[config.mk]
export PLATFORM = sky130hd
export DESIGN_NAME = pgbuf_loader
export DESIGN_NICKNAME = d
export VERILOG_FILES = /design/src/rtl/pgbuf_pkg.sv /design/src/rtl/pgbuf_seq.sv /design/src/rtl/pgbuf_store.sv /design/src/rtl/pgbuf_loader.sv
export SDC_FILE = /design/constraint.sdc
export NUM_CORES = 2
export LEC_CHECK = 0
export BUFFER_PORTS_ARGS = -buffer_cell sky130_fd_sc_hd__buf_2
export CORE_MARGIN = 10
export CORE_UTILIZATION = 30
export CTS_BUF_LIST = sky130_fd_sc_hd__clkbuf_4
export CTS_CLUSTER_DIAMETER = 50
export CTS_CLUSTER_SIZE = 12
export DETAILED_ROUTE_END_ITERATION = 10
export GPL_TIMING_DRIVEN = 0
export HOLD_SLACK_MARGIN = 0.15
export PLACE_DENSITY_LB_ADDON = 0.08
export SYNTH_ARGS = -nofsm -noshare
export SYNTH_HDL_FRONTEND = slang
export SYNTH_SLANG_ARGS = --single-unit
[constraint.sdc]
create_clock -name clk -period 5.9 [get_ports clk]
set_clock_uncertainty 0.05 [all_clocks]
set_input_delay 0.59 -clock clk [delete_from_list [all_inputs] [get_ports clk]]
set_output_delay 0.59 -clock clk [all_outputs]
set_load 0.02 [all_outputs]
[src/rtl/pgbuf_pkg.sv]
package pgbuf_pkg;
  localparam int LANE_W = 8;
  localparam int LANES  = 2;
  localparam int DATA_W = LANE_W * LANES;

  typedef enum logic {
    PG_WORD = 1'b0,
    PG_BYTE = 1'b1
  } pg_mode_e;

  // Lanes written by one accepted write: both in word mode, the one
  // chosen by the byte-select bit in byte mode (even byte = low lane).
  function automatic logic [LANES-1:0] lane_mask(input pg_mode_e mode, input logic lsb);
    logic [LANES-1:0] m;
    if (mode == PG_WORD) m = '1;
    else                 m = lsb ? 2'b10 : 2'b01;
    return m;
  endfunction
endpackage

[src/rtl/pgbuf_seq.sv]
module pgbuf_seq
  import pgbuf_pkg::*;
#(
  parameter int ADDR_W    = 19,
  parameter int PAGE_BITS = 7
) (
  input  logic                        clk,
  input  logic                        rst_n,
  input  logic                        abort,
  input  pg_mode_e                    mode,
  input  logic                        wr_en,
  input  logic                        wr_lsb,
  input  logic [ADDR_W-1:0]           wr_addr,
  output logic                        wr_accept,
  output logic                        wr_bad,
  output logic                        load_done,
  output logic [PAGE_BITS:0]          load_cnt,
  output logic [ADDR_W-PAGE_BITS-1:0] page_base,
  output logic                        page_full,
  output logic                        seq_err
);
  localparam int OFF_W  = PAGE_BITS + 1;
  localparam int BASE_W = ADDR_W - PAGE_BITS;

  function automatic logic [OFF_W-1:0] in_page_off(input pg_mode_e m,
                                                   input logic [PAGE_BITS-1:0] lo,
                                                   input logic lsb);
    return (m == PG_BYTE) ? {lo, lsb} : {1'b0, lo};
  endfunction

  function automatic logic [OFF_W-1:0] last_off(input pg_mode_e m);
    return (m == PG_BYTE) ? {OFF_W{1'b1}} : {1'b0, {PAGE_BITS{1'b1}}};
  endfunction

  logic [OFF_W-1:0]  act_off;
  logic [BASE_W-1:0] act_base;
  logic              loading;
  logic              live;
  logic              in_order;

  assign act_off   = in_page_off(mode, wr_addr[PAGE_BITS-1:0], wr_lsb);
  assign act_base  = wr_addr[ADDR_W-1:PAGE_BITS];
  assign loading   = (load_cnt != '0);
  assign live      = wr_en && !abort && !page_full && !seq_err;
  assign in_order  = (act_off == load_cnt) && (!loading || act_base == page_base);
  assign wr_accept = live && in_order;
  assign wr_bad    = live && !in_order;
  assign load_done = wr_accept && (load_cnt == last_off(mode));

  always_ff @(posedge clk or negedge rst_n) begin
    if (!rst_n) begin
      load_cnt  <= '0;
      page_base <= '0;
      page_full <= 1'b0;
      seq_err   <= 1'b0;
    end else if (abort) begin
      load_cnt  <= '0;
      page_full <= 1'b0;
      seq_err   <= 1'b0;
    end else if (wr_bad) begin
      load_cnt  <= '0;
      seq_err   <= 1'b1;
    end else if (wr_accept) begin
      if (!loading) page_base <= act_base;
      if (load_done) begin
        load_cnt  <= '0;
        page_full <= 1'b1;
      end else begin
        load_cnt  <= load_cnt + 1'b1;
      end
    end
  end

  // the final location makes the page full and rewinds the position
  a_r5_full_after_last: assert property (@(posedge clk) disable iff (!rst_n)
    load_done |=> page_full && load_cnt == '0);

  // page_full never rises without a completing write
  a_r5_no_early_full: assert property (@(posedge clk) disable iff (!rst_n)
    $rose(page_full) |-> $past(load_done));

  // a broken sequence flags an error and never a full page
  a_r6_err_on_bad: assert property (@(posedge clk) disable iff (!rst_n)
    wr_bad |=> seq_err && !page_full && load_cnt == '0);

  // each accepted mid-page write advances the position by one
  a_r2_cnt_step: assert property (@(posedge clk) disable iff (!rst_n)
    wr_accept && !load_done |=> load_cnt == $past(load_cnt) + 1'b1);

  // the page address is frozen once a load is under way
  a_r4_base_hold: assert property (@(posedge clk) disable iff (!rst_n)
    loading && !abort |=> $stable(page_base));

  // a stopped load ignores writes
  a_r8_hold_when_stopped: assert property (@(posedge clk) disable iff (!rst_n)
    (page_full || seq_err) && !abort |=> $stable(page_full) && $stable(seq_err) && $stable(page_base));

  // abort returns the loader to its idle state
  a_r9_abort_clears: assert property (@(posedge clk) disable iff (!rst_n)
    abort |=> !page_full && !seq_err && load_cnt == '0);

  // input assumption, page geometry does not switch mid-load
  a_r3_mode_steady: assert property (@(posedge clk) disable iff (!rst_n)
    loading && !abort |-> $stable(mode));

  // the two flags are never set together
  a_r1_flags_exclusive: assert property (@(posedge clk) disable iff (!rst_n)
    !(page_full && seq_err));
endmodule

[src/rtl/pgbuf_store.sv]
module pgbuf_store
  import pgbuf_pkg::*;
#(
  parameter int PAGE_BITS = 7
) (
  input  logic                 clk,
  input  logic                 rst_n,
  input  logic                 we,
  input  pg_mode_e             mode,
  input  logic [PAGE_BITS:0]   off,
  input  logic [DATA_W-1:0]    wdata,
  input  logic [PAGE_BITS-1:0] rd_idx,
  output logic [DATA_W-1:0]    rd_data
);
  localparam int DEPTH = 1 << PAGE_BITS;

  logic [PAGE_BITS-1:0] wr_idx;
  logic [LANES-1:0]     lane_we;

  assign wr_idx  = (mode == PG_BYTE) ? off[PAGE_BITS:1] : off[PAGE_BITS-1:0];
  assign lane_we = we ? lane_mask(mode, off[0]) : '0;

  for (genvar l = 0; l < LANES; l++) begin : g_lane
    logic [LANE_W-1:0] mem [DEPTH];
    logic [LANE_W-1:0] lane_d;

    assign lane_d = (mode == PG_BYTE) ? wdata[LANE_W-1:0] : wdata[l*LANE_W +: LANE_W];

    always_ff @(posedge clk) begin
      if (lane_we[l]) mem[wr_idx] <= lane_d;
    end

    assign rd_data[l*LANE_W +: LANE_W] = mem[rd_idx];
  end

  // a byte write touches exactly one lane, a word write both
  a_r3_lane_count: assert property (@(posedge clk) disable iff (!rst_n)
    we |-> $countones(lane_we) == ((mode == PG_BYTE) ? 1 : LANES));
endmodule

[src/rtl/pgbuf_loader.sv]
module pgbuf_loader
  import pgbuf_pkg::*;
#(
  parameter int ADDR_W    = 19,
  parameter int PAGE_BITS = 7
) (
  input  logic                        clk,
  input  logic                        rst_n,
  input  logic                        abort,
  input  logic                        byte_mode,
  input  logic                        wr_en,
  input  logic                        wr_lsb,
  input  logic [ADDR_W-1:0]           wr_addr,
  input  logic [15:0]                 wr_data,
  input  logic [PAGE_BITS-1:0]        rd_idx,
  output logic [15:0]                 rd_data,
  output logic [ADDR_W-PAGE_BITS-1:0] page_base,
  output logic                        page_full,
  output logic                        seq_err
);
  pg_mode_e             mode;
  logic                 wr_accept;
  logic                 wr_bad;
  logic                 load_done;
  logic [PAGE_BITS:0]   load_cnt;

  assign mode = pg_mode_e'(byte_mode);

  pgbuf_seq #(.ADDR_W(ADDR_W), .PAGE_BITS(PAGE_BITS)) u_seq (
    .clk       (clk),
    .rst_n     (rst_n),
    .abort     (abort),
    .mode      (mode),
    .wr_en     (wr_en),
    .wr_lsb    (wr_lsb),
    .wr_addr   (wr_addr),
    .wr_accept (wr_accept),
    .wr_bad    (wr_bad),
    .load_done (load_done),
    .load_cnt  (load_cnt),
    .page_base (page_base),
    .page_full (page_full),
    .seq_err   (seq_err)
  );

  pgbuf_store #(.PAGE_BITS(PAGE_BITS)) u_store (
    .clk     (clk),
    .rst_n   (rst_n),
    .we      (wr_accept),
    .mode    (mode),
    .off     (load_cnt),
    .wdata   (wr_data),
    .rd_idx  (rd_idx),
    .rd_data (rd_data)
  );

  // nothing is stored on the cycle a write is rejected
  a_r6_no_store_on_bad: assert property (@(posedge clk) disable iff (!rst_n)
    wr_bad |-> !wr_accept);

  // a same-cycle abort wins over a write
  a_r9_abort_beats_write: assert property (@(posedge clk) disable iff (!rst_n)
    abort |-> !wr_accept && !wr_bad);

  // a rejected or ignored write cannot complete a page
  a_r8_no_done_when_stopped: assert property (@(posedge clk) disable iff (!rst_n)
    (page_full || seq_err) |-> !load_done);
endmodule

After elaboration in Yosys (flattened, before gate mapping)
Memory sizes are Yosys's and may differ from the RTL's.
Cells that the tools add are included.
{"block": "op_classes", "addsub": 1, "bitwise_logic": 3, "n_eq_ne": 4, "n_mux": 21, "reduce_logical": 20}
{"op": "8-bit two-way mux", "count": 7}
{"op": "8-bit == test", "count": 2}
{"op": "12-bit == test", "count": 1}
{"op": "1-bit two-way mux", "count": 10}
{"op": "8-bit by 1-bit adder with 8-bit output, second input constant", "count": 1}
{"op": "8-bit nonzero test", "count": 1}
{"op": "1-bit logical AND", "count": 7}
{"op": "7-bit two-way mux", "count": 1}
{"op": "2-bit two-way mux", "count": 3}
{"op": "2-bit nonzero test", "count": 3}
{"op": "1-bit zero test", "count": 5}
{"op": "4-bit AND reduction", "count": 1}
{"op": "1-bit NOT", "count": 3}
{"op": "3-bit AND reduction", "count": 1}
{"op": "3-bit nonzero test", "count": 1}
{"op": "2-bit != test, second input constant", "count": 1}
{"op": "1-bit logical OR", "count": 1}
{"block": "totals", "ram_bits": 2048, "inputBits": 48, "out_inout_bits": 30, "n_memories": 2, "ff_bits": 22}
{"name": "u_store.g_lane[0].mem", "words": 128, "word_bits": 8, "rd": 1, "rd_ports_with_merged_regs": 0, "write_ports": 1, "line": "pgbuf_store.sv:24", "text": "logic [LANE_W-1:0] mem [DEPTH];"}
{"name": "u_store.g_lane[1].mem", "words": 128, "word_bits": 8, "rd": 1, "rd_ports_with_merged_regs": 0, "write_ports": 1, "line": "pgbuf_store.sv:24"}

Logic depth before layout (Yosys ltp)
{"block": "logic_depth", "depth_word": 10, "mapped_depth": 10, "mapped_depth_nobuf": 7}

Modules after synthesis
Synthesis repeated with hierarchy kept, for this count alone.
{"block": "unflattened", "hier_cells": 3436, "area_unflattened_um2": 80762.5}
{"module": "pgbuf_store", "area_per_inst_um2": 79264.8, "seq_area_each_um2": 61499.0, "n_inst": 1, "cells_per_inst": 3298}
{"module": "pgbuf_seq", "area_per_inst_um2": 1497.7, "seq_area_each_um2": 550.5, "n_inst": 1, "cells_per_inst": 138}

Worst setup path after synthesis
Ideal clock, no wire load.
{"block": "synth_path", "path_kind": "input to output", "from": "input rd_idx[0]", "to": "output rd_data[10]", "path_slack_ns": 2.818, "required_ns": 5.260, "path_stages": 9, "arrival_ns": 2.442, "path_cell_list": "buf_2 -> buf_2 -> clkbuf_1 -> buf_2 -> mux4_2 -> mux2i_1 -> a21oi_1 -> a21oi_1 -> nand2_1"}
{"block": "synth_between", "elab_chain_cells": 1}
{"element": "start, declared", "line": "pgbuf_loader.sv:15", "text": "input logic [PAGE_BITS-1:0] rd_idx,"}
{"element": "memory read 128 x 8 bit"}
{"element": "end, declared", "line": "pgbuf_loader.sv:16", "text": "output logic [15:0] rd_data,"}
No other way between the ends.

Worst setup path after layout
{"block": "layout_path", "from": "input rd_idx[3]", "to": "output rd_data[6]"}
The elaborated chain is that of the path after synthesis.

==> impl_metrics.env <==
export IMPL_setup_viol=0
export IMPL_p_total_uw=27600
export IMPL_die_w_um=537
export IMPL_cts_path_max_buffers=4
export IMPL_syn2layout_area_growth_pct=13.2
export IMPL_synth_top_area_frac=0.767
export IMPL_synth_edf_count=2048
export IMPL_grt_pass1_wl_um=371000
export IMPL_cp_max_fo=10
export IMPL_cts_htree_levels=5
export IMPL_gp_congestion=0.803
export IMPL_maxCapViolCount=1
export IMPL_wl_per_cell_um=34.8
export IMPL_vias=40800
export IMPL_finalNetCount=4251
export IMPL_slowest_stage="nor4_1"
export IMPL_pin_count=78
export IMPL_rr_worst_depth=7
export IMPL_worstReg2RegStart="u_seq.page_base[8]"
export IMPL_yosysTopAreaCell="edfxtp_1"
export IMPL_cts_tree="done"
export IMPL_cp_cell_sequence="buf_2 > clkbuf_1 > nor2_1 > nand2_2 > clkbuf_1 > o22ai_1 > nor4_1 > a21oi_1 > nand2_1 > buf_2"
export IMPL_rsz0062_at_grt="no"
export IMPL_row_count=189
export IMPL_synth_area_um2=80100
export IMPL_synth_seq_cells=2070
export IMPL_crit_path_end="rd_data[6]"
export IMPL_wl_um=276000
export IMPL_grt_ovfl_total=0
export IMPL_antenna_found_initial=41
export IMPL_worstPathArrival_ps=5180
export IMPL_grt_pass1_vias=42100
export IMPL_synth_area_leaders="edfxtp_1 (77%), mux4_2 (14%), nor2_1 (1.5%)"
export IMPL_run_status="finished, violations left"
export IMPL_drc=0
export IMPL_clk_latency_ps=1360
export IMPL_period_needed_ps=5820
export IMPL_endpoint_kind="primary output"
export IMPL_tns_ps=0
export IMPL_setup_worst_path_start="rd_idx[3]"
export IMPL_ir_worst_vdd_mv=0.202
export IMPL_cts_sinks=2070
export IMPL_post_place_ws_ps=-853
export IMPL_grt_use_total=0.188
export IMPL_synth_commonest_cells="edfxtp_1 (2048), mux4_2 (512), nor2_1 (324)"
export IMPL_drtAntennaViolNets=0
export IMPL_first_pass_iters=5
export IMPL_fmax_ghz=0.172
export IMPL_cts_setup_buffers=0
export IMPL_hold_class="input pin to flip-flop"
export IMPL_r2r_slack_ps=840
export IMPL_numPortBuffers=72
export IMPL_worst_slew_pin_slew_ps=1480
export IMPL_slew_headroom=0.00899
export IMPL_synth_most_common_cell="edfxtp_1"
export IMPL_final_max_slew_viol_count=0
export IMPL_grt_start_max_net_pins=105
export IMPL_path_class="input pin to primary output"
export IMPL_fp_dieH_um=537
export IMPL_violations="capacitance limit"
export IMPL_die_area_um2=288000
export IMPL_core_area_um2=266000
export IMPL_path_clk_slew_ps=120
export IMPL_p_per_area_nw_per_um2=305
export IMPL_stdcell_area_um2=90700
export IMPL_synthFlopType="edfxtp_1"
export IMPL_dr_first_iter_drc_count=4281
export IMPL_syn_nets=3802
export IMPL_ys_async_sr_fraction=0.0106
export IMPL_worst_setup_path_start_kind="input pin"
export IMPL_finalHoldViolations=0
export IMPL_hpwlAfterDp_um=184000
export IMPL_leakagePower_uw=0.0273
export IMPL_hold_ws_ps=312
export IMPL_layout_drive_gt1_share=0.288
export IMPL_start_util=0.302
export IMPL_fin_ws_ps=76.4
export IMPL_clk_root_buffer_cell="clkbuf_4"
export IMPL_ys_seq_area_frac=0.774
export IMPL_yosysUniqueCellTypes=61
export IMPL_crit_required_ps=5260
export IMPL_r2r_end="u_store.g_lane[1].mem[89][2]"
export IMPL_cp_slowest_stage_delay_ps=1000
export IMPL_syn_inst=3752
export IMPL_cts_buffers=276
export IMPL_finalCritPeriodShare=0.987
export IMPL_via_per_inst=5.15
export IMPL_place_area_um2=85800
export IMPL_yosysWarnings=0
export IMPL_synth_avg_cell_area_um2=21.4
export IMPL_fillers=25000
[metal layers]
layer / vias up / GRT usage / share of wire
li1: 16700 / - / -
met1: 22400 / 0.257 / 0.44
met2: 1325 / 0.311 / 0.49
met3: 375 / 0.0305 / 0.050
met4: 4 / 0.0511 / 0.027
met5: - / 0 / 0.000080
[metrics by stage]
step | util | instances
after floorplan | - | 3752
after global placement | 0.320 | 7357
after detailed placement | 0.323 | 7391
after CTS | 0.341 | 7910
after global routing | 0.342 | 7915
final | 0.342 | 7920
[worst max-delay path, delay by kind of cell]
kind	cells	cell delay [ps]
buffers and inverters	4	1860
and+or+nand+nor	4	2010
AOI/OAI and AO/OA	2	660
[layout make-up]
cell class / count / area, µm² / area share
flip-flops and latches: 2070 / 62000 / 0.684
plain buffers: 214 / 963 / 0.0106
multi-input cells: 1453 / 17400 / 0.192
clock inverters: 141 / 1710 / 0.0189
repair buffers: 174 / 1760 / 0.0194
diodes: 12 / 30.0 / 0.000331
clock buffers: 311 / 2330 / 0.0257
well taps: 3533 / 4420 / 0.0487
inverters: 12 / 45.0 / 0.000497
[registers in the layout, summed over array words and instances (netlist names)]
signal              count
u_store.g_lane.mem   2048
u_seq.page_base        12
u_seq.load_cnt          8
u_seq.page_full         1
u_seq.seq_err           1
[cells in the final DEF (no fill, tap or decap), types with 18 or more instances in the layout]
master,netlist,routed
nor4_1,68,46
clkinv_2,0,18
clkbuf_4,0,311
bufinv_16,0,33
edfxtp_1,2048,2048
mux2i_1,20,20
buf_1,23,20
mux2_2,58,50
a21oi_1,39,37
buf_2,69,135
inv_6,0,20
nand2_1,45,43
clkbuf_1,115,104
o21ai_0,54,53
nor2_1,324,324
clkinv_1,0,30
dfrtp_1,22,22
o22ai_1,180,180
nor4_2,0,21
xor2_1,19,19
clkinvlp_4,0,19
mux4_2,512,512
dlygate4sd3_1,0,63
[where the power goes]
group	internal [µW]	switching, µW
clock network	4140	5540
registers	16200	4.23
logic	553	1200
total	20900	6740
[repair_timing]
| item | CTS | global route |
|---|---|---|
| pin swaps | 0 | 0 |
| resized for setup | 21 | 3 |
| setup endpoints to repair | 16 | 3 |
| hold buffers | 68 | 0 |
| hold endpoints to repair | 1516 | 0 |
[how the worst min path moves through the flow]
| stage | slack [ps] | to | cells after the start | start |
|---|---|---|---|---|
| after global placement | 490 | u_seq.page_base[6] | 1 | u_seq.page_base[6] |
| after global routing | 190 | u_store.g_lane[0].mem[44][1] | 2 | wr_data[1] |
| after floorplan | 240 | u_seq.load_cnt[0] | 0 | rst_n |
| after CTS | 170 | u_store.g_lane[1].mem[62][7] | 3 | wr_data[15] |
| after detailed placement | 490 | u_seq.page_base[4] | 1 | u_seq.page_base[4] |
| final | 310 | u_store.g_lane[0].mem[41][1] | 2 | wr_data[1] |
[kinds of logic (layout without fill, tap and decap cells)]
family,Yosys count,in the layout,synth area share
adder cells (fa/ha/maj),2,2,0.000312
buffers and inverters,229,852,0.0125
flip-flops,2070,2070,0.774
AO/OA/AOI/OAI,298,298,0.0229
AND/OR/NAND/NOR,528,528,0.0309
other,0,12,0
multiplexers,601,601,0.157
XOR/XNOR,24,24,0.00262
Note: power is estimated with default switching activity, not from simulation.
